## src/rtl/uart_irq_pkg.sv

```systemverilog
package uart_irq_pkg;
  localparam int REG_W    = 8;
  localparam int BIT_RXR  = 0;
  localparam int BIT_TXE  = 1;
  localparam int BIT_LSE  = 2;
  localparam int BIT_MSE  = 3;
  localparam int BIT_SLP  = 4;
  localparam int BIT_XOF  = 5;
  localparam int BIT_RTS  = 6;
  localparam int BIT_CTS  = 7;
  localparam int N_EVT    = 3;   // sticky events: 0 xoff, 1 rts, 2 cts
  localparam logic [REG_W-1:0] SRC_MASK = ~(REG_W'(1) << BIT_SLP);
endpackage

```

## src/rtl/irq_enable_reg.sv

```systemverilog
module irq_enable_reg #(
  parameter int W = 8
) (
  input  logic         clk,
  input  logic         rst_n,
  input  logic         we,
  input  logic [W-1:0] wdata,
  output logic [W-1:0] q
);
  logic [W-1:0] q_d;

  always_comb begin
    q_d = q;
    if (we) q_d = wdata;
  end

  always_ff @(posedge clk or negedge rst_n) begin
    if (!rst_n) q <= '0;
    else        q <= q_d;
  end
endmodule

```

## src/rtl/irq_edge_sync.sv

```systemverilog
module irq_edge_sync #(
  parameter int STAGES = 2
) (
  input  logic clk,
  input  logic rst_n,
  input  logic pin,
  output logic rise
);
  logic [STAGES-1:0] sync_q;
  logic [STAGES-1:0] sync_d;
  logic              prev_q;

  generate
    if (STAGES == 1) begin : g_one
      assign sync_d = pin;
    end else begin : g_many
      assign sync_d = {sync_q[STAGES-2:0], pin};
    end
  endgenerate

  // reset high: a pin already high at reset release gives no edge
  always_ff @(posedge clk or negedge rst_n) begin
    if (!rst_n) begin
      sync_q <= '1;
      prev_q <= 1'b1;
    end else begin
      sync_q <= sync_d;
      prev_q <= sync_q[STAGES-1];
    end
  end

  assign rise = sync_q[STAGES-1] & ~prev_q;
endmodule

```

## src/rtl/irq_sticky.sv

```systemverilog
module irq_sticky #(
  parameter int N = 3
) (
  input  logic         clk,
  input  logic         rst_n,
  input  logic [N-1:0] set,
  input  logic [N-1:0] clr,
  output logic [N-1:0] pend
);
  logic [N-1:0] pend_d;

  // set wins over a simultaneous clear so no event is lost
  always_comb pend_d = set | (pend & ~clr);

  always_ff @(posedge clk or negedge rst_n) begin
    if (!rst_n) pend <= '0;
    else        pend <= pend_d;
  end
endmodule

```

## src/rtl/uart_irq_ctrl.sv

```systemverilog
module uart_irq_ctrl
  import uart_irq_pkg::*;
#(
  parameter int SYNC_STAGES = 2
) (
  input  logic             clk,
  input  logic             rst_n,
  input  logic             en_we,
  input  logic [REG_W-1:0] en_wdata,
  output logic [REG_W-1:0] en_q,
  output logic             sleep_en,
  input  logic             rx_ready,
  input  logic             tx_empty,
  input  logic [3:0]       line_err,
  input  logic [3:0]       modem_delta,
  input  logic             xoff_det,
  input  logic             cts_pin,
  input  logic             rts_pin,
  input  logic [N_EVT-1:0] ack,
  output logic             irq
);
  logic [N_EVT-1:0] evt_set;
  logic [N_EVT-1:0] pend_q;
  logic [REG_W-1:0] cause;
  logic             irq_d;
  logic [1:0]       pins;
  logic [1:0]       rises;

  irq_enable_reg #(.W(REG_W)) u_en (
    .clk(clk), .rst_n(rst_n), .we(en_we), .wdata(en_wdata), .q(en_q)
  );

  assign pins = {cts_pin, rts_pin};

  generate
    for (genvar i = 0; i < 2; i++) begin : g_pin
      irq_edge_sync #(.STAGES(SYNC_STAGES)) u_edge (
        .clk(clk), .rst_n(rst_n), .pin(pins[i]), .rise(rises[i])
      );
    end
  endgenerate

  assign evt_set = {rises[1], rises[0], xoff_det};

  irq_sticky #(.N(N_EVT)) u_pend (
    .clk(clk), .rst_n(rst_n), .set(evt_set), .clr(ack), .pend(pend_q)
  );

  always_comb begin
    cause          = '0;
    cause[BIT_RXR] = rx_ready;
    cause[BIT_TXE] = tx_empty;
    cause[BIT_LSE] = |line_err;
    cause[BIT_MSE] = |modem_delta;
    cause[BIT_XOF] = pend_q[0];
    cause[BIT_RTS] = pend_q[1];
    cause[BIT_CTS] = pend_q[2];
    irq_d          = |(cause & en_q & SRC_MASK);
  end

  always_ff @(posedge clk or negedge rst_n) begin
    if (!rst_n) irq <= 1'b0;
    else        irq <= irq_d;
  end

  assign sleep_en = en_q[BIT_SLP];
endmodule

```

## config.mk

```make
export PLATFORM = sky130hd
export DESIGN_NAME = uart_irq_ctrl
export DESIGN_NICKNAME = d
export VERILOG_FILES = /design/src/rtl/uart_irq_pkg.sv /design/src/rtl/irq_enable_reg.sv /design/src/rtl/irq_edge_sync.sv /design/src/rtl/irq_sticky.sv /design/src/rtl/uart_irq_ctrl.sv
export SDC_FILE = /design/constraint.sdc
export NUM_CORES = 1
export LEC_CHECK = 0
export BUFFER_PORTS_ARGS = -buffer_cell sky130_fd_sc_hd__buf_2
export CORE_MARGIN = 2
export CORE_UTILIZATION = 42
export CTS_CLUSTER_SIZE = 25
export DETAILED_ROUTE_END_ITERATION = 6
export HOLD_SLACK_MARGIN = 0.12
export PLACE_DENSITY = 0.77
export SLEW_MARGIN = 40
export SYNTH_ARGS = -nofsm -noshare
export SYNTH_HDL_FRONTEND = slang
export SYNTH_HIERARCHICAL = 1
export SYNTH_SLANG_ARGS = --single-unit
```

## constraint.sdc

```tcl
create_clock -name clk -period 1.05 [get_ports clk]
set_clock_uncertainty 0.05 [all_clocks]
set_input_delay 0.21 -clock clk [delete_from_list [all_inputs] [get_ports clk]]
set_output_delay 0.21 -clock clk [all_outputs]
set_load 0.02 [all_outputs]
```

**After elaboration in Yosys (flattened, before gate mapping)**

Index checks and enable logic that the tools add are counted.

- Bitwise logic cells: 8
- Reductions and logical operators: 3

Operators by type and width:

| operator | count |
|---|---|
| bitwise AND 8 bit | 1 |
| OR reduction 4 bit | 2 |
| OR reduction 7 bit | 1 |
| bitwise AND 3 bit | 1 |
| inverter 3 bit | 1 |
| bitwise OR 3 bit | 1 |
| bitwise AND 1 bit | 2 |
| inverter 1 bit | 2 |

- Bits in registers: 18
- Input bits: 27
- Output and inout port bits: 10
- Word-level logic and storage cells: 18

**Longest topological paths before layout**

- Word-level depth: 3
- Mapped depth: 3
- Depth with buffers taken out: 3

**By module**

The synthesis kept the hierarchy.

By module, submodules not included:

| module | instances | cells each | area an instance (µm²) | sequential area each (µm²) |
|---|---|---|---|---|
| irq_enable_reg | 1 | 17 | 331.6 | 200.2 |
| irq_edge_sync | 2 | 4 | 92.6 | 78.8 |
| irq_sticky | 1 | 9 | 108.9 | 75.1 |
| uart_irq_ctrl | 1 | 8 | 77.6 | 25.0 |

**Least setup slack after synthesis**

No wires, ideal clock.

- Path type: input to register
- Start point: input line_err[1]
- End point: register irq
- Setup time: 0.135 ns
- Data arrival time: 0.965 ns
- Required time: 0.865 ns
- Path slack: -0.101 ns
- Stages on the path: 3
- Path buffers: 0
- Cell sequence: or4_1 > a22oi_1 > nand3_1

- Word-level cells in the longest chain between the ends: 3

Ends and longest elaborated chain:

| what | RTL line | text |
|---|---|---|
| start: declaration | uart_irq_ctrl.sv:14 | `input logic [3:0] line_err,` |
| OR reduction 4 bit | uart_irq_ctrl.sv:53 | `cause[BIT_LSE] = \|line_err;` |
| bitwise AND 8 bit | uart_irq_ctrl.sv:58 | `irq_d = \|(cause & en_q & SRC_MASK);` |
| OR reduction 7 bit | uart_irq_ctrl.sv:58 |  |
| named net irq_d | uart_irq_ctrl.sv:25 | `logic irq_d;` |
| end signal: assignment | uart_irq_ctrl.sv:63 | `else irq <= irq_d;` |
| end: declaration | uart_irq_ctrl.sv:20 | `output logic irq` |

The timed path passes the listed nets, and every way through them passes these cells.
A chain may end at the register's enable or synchronous reset.

**Worst setup path after layout**

- Start point: register u_en.q[0]
- End point: output en_q[0]

RTL lines:

| what | RTL line | text |
|---|---|---|
| start: declaration | irq_enable_reg.sv:8 | `output logic [W-1:0] q` |
| start signal: assignment | irq_enable_reg.sv:19 | `else q <= q_d;` |
| end: declaration | uart_irq_ctrl.sv:10 | `output logic [REG_W-1:0] en_q,` |

No word-level cell between the ends.

==> results by group <==
Power and ir drop
  • Int Pwr: 1.23 mW
  • Clock share of power: 25.8%
  • Max VDD drop: 0.00102 V
  • Leakage power: 0.624 nW
  • Flop pwr share: 49.1%
  • P_sw: 398 µW
  • Total Power: 1.63 mW
  • Comb power frac: 25.1%
  • Switching share of power: 24.5%
  • Power per cell area: 1350 nW/µm²

Run status
  • Outcome: complete, but fails checks
  • Failing checks: negative setup slack

Synthesis
  • Synth area leader: dfrtp_1
  • Gate Count Post-Synth: 42
  • Async SR Flop Fraction: 100%
  • Share of the synthesized area in the top cell type: 42.7%
  • Most frequent cells after synthesis: dfrtp_1, mux2_4, dfstp_2
  • Yosys warning total: 6
  • Synth Register Bits: 18
  • Ys flop type: dfrtp_1
  • Seq/Total Area, Yosys: 65.1%
  • Post-synth EDFFs: 0
  • Synth cell types: 12
  • Avg Synthesized Cell Area: 16.7 µm²
  • Post-Syn Area: 703 µm²
  • Most common cell in the synthesized netlist: dfrtp_1
  • Post-Syn Nets: 69
  • Top cells by area, synth: dfrtp_1, dfstp_2, mux2_4, nor2b_4, a21o_1

Drt
  • Per-cell routed wire length: 14.6 µm
  • DRC viols: 0
  • Via count: 582
  • Final WL: 1750 µm
  • Post-DR vias/cell: 4.85
  • Final ANT Viol Nets: 0
  • Initial drt markers: 5
  • Drt first pass iters: 5

Clocking
  • CTS sink cnt: 18
  • Clock transition at path regs: 100 ps
  • Longest Clk Path Bufs: 2
  • H-tree depth: 1
  • Worst skew pair latency: 290 ps
  • Num CTS Buffers: 3
  • Root Driver: clkbuf_4
  • # hold bufs at CTS: 12
  • CTS tree: done

Floorplan
  • Core area: 1540 µm²
  • Full die area: 2020 µm²
  • Row cnt: 14
  • Initial core utilization: 45.6%
  • Die Y: 44.9 µm
  • DIE WIDTH: 44.9 µm
  • Ports: 37

Place
  • Placed Instances: 93
  • Port Buffers: 36
  • RePlAce Congestion: 0.673
  • HPWL Detailed: 1020 µm

Critical path
  • CP arrival: 940 ps
  • R2R cell count: 4
  • Crit path max fanout: 2
  • Startpoint types: flip-flop
  • Crit. End Element: primary output
  • Setup CP Type: flip-flop to primary output
  • Req. time, crit path: 790 ps

Global route
  • Largest net degree at the start of global routing: 19
  • All-Layer GR Usage: 20.2%
  • Initial antenna violation count: 0
  • Number of global-route vias before repair: 643
  • Global route total overflow: 0
  • First-pass GRT wire length: 2680 µm

Timing
  • Max-slew headroom: 74.6%
  • Setup tns final: -863 ps
  • Final Hold Fails: 0
  • RSZ-0062 raised after global routing: true
  • Worst-Margin Slew: 382 ps
  • Tmin final: 1200 ps
  • Final Cycle Share: 114%
  • Max frequency: 833 MHz
  • WHS: 96.6 ps
  • Setup violators final: 13
  • Final worst slack: -151 ps
  • Final Max Slew Viols: 0

Finish
  • Total Nets Final: 132
  • Final Non-Filler Cells: 120
  • Share of cells above drive strength 1: 65.4%
  • Synth-to-layout area growth: 71.4%
  • Post-layout util: 78.2%
  • Layout filler cell count: 102
  • Ant. Diodes: 0

Worst hold path
  • Worst Hold Depth: 3
  • Worst Hold Class: input port to flip-flop

Job
  • Maxcap violations: 0
-- critical path, cell delays in order, from the launching register on --
cell and delay [ps]:
dfrtp_1 400, buf_6 120, buf_6 120
-- kinds of logic (layout without fill, tap and decap cells) --
| logic type | count (synthesis) | count (layout) | share of synthesized area, % |
|---|---|---|---|
| AND/OR/NAND/NOR | 5 | 5 | 6.76 |
| flip-flops | 18 | 18 | 65.1 |
| buffers and inverters | 5 | 67 | 4.27 |
| AO/OA/AOI/OAI | 6 | 6 | 6.76 |
| multiplexers | 8 | 8 | 17.1 |
-- registers in the layout, summed over array words and instances, names as in the netlist --
register / flops
u_en/q: 8
irq: 1
g_pin.u_edge/prev_q: 2
g_pin.u_edge/sync_q: 4
u_pend/pend: 3
-- final cells by class --
cell class,count,area (µm²),area share (%)
Timing Repair Buffer,60,464,38.5
Sequential cell,18,458,38.0
Multi-Input combinational cell,19,215,17.9
Clock buffer,4,36.3,3.01
Tap cell,16,20.0,1.66
Inverter,3,11.3,0.935
-- routing by layer --
layer  global-route usage (%)  up-vias  routed length, µm
li1                         -      268                  -
met4                     11.8        0                 85
met5                        0        -                  0
met1                     18.4      279                619
met2                     38.8       26                950
met3                     5.60        9                 93
-- repair_timing --
action | 4_1_cts | 5_1_grt
resized for setup | 21 | 2
pin swaps | 0 | 1
setup endpoints to repair | 10 | 12
buffers inserted | 8 | 3
hold endpoints to repair | 30 | 1
-- power by group through the flow --
| stage | sequential, mW | combinational (mW) | clock, mW |
|---|---|---|---|
| finish | 0.798 | 0.409 | 0.420 |
| global route | 0.804 | 0.436 | 0.451 |
| CTS | 0.796 | 0.382 | 0.422 |
| detailed placement | 0.806 | 0.250 | 0 |
| global placement | 0.802 | 0.243 | 0 |
| floorplan | 0.843 | 0.101 | 0 |
-- path summary, 6_finish.rpt --
| kind | from | endpoint | slack (ps) |
|---|---|---|---|
| worst max register to register | u_en/q[0] | u_en/q[0] | -110 |
| worst max-delay path | u_en/q[0] | en_q[0] | -150 |
| max in group asynchronous | rst_n | g_pin[1].u_edge/sync_q[0] | 280 |
| worst min register to register | g_pin[0].u_edge/sync_q[0] | g_pin[0].u_edge/sync_q[1] | 310 |
| worst min-delay path | tx_empty | irq | 100 |
| min in group asynchronous | rst_n | u_en/q[0] | 360 |
-- metrics by stage --
step / setup slack (ps) / instance area, µm²
3_5_place_dp: -241 / 892
4_1_cts: -142 / 1170
2_1_floorplan: -86.9 / 703
3_3_place_gp: -198 / 892
6_report: -151 / 1200
5_1_grt: -182 / 1200
-- layout by cell type, fill, tap and decap left out, drive strengths merged --
cell / Yosys / layout
buf: 2 / 48
dlygate4sd3: 0 / 12
dfrtp: 12 / 12
mux2: 8 / 8
dfstp: 6 / 6
clkbuf: 0 / 4
inv: 3 / 3
a21o: 3 / 3
or4: 2 / 2
a22oi: 2 / 2
nor2b: 2 / 2
a222oi: 1 / 1
nand3: 1 / 1
Note: power is estimated with default switching activity, not from simulation.
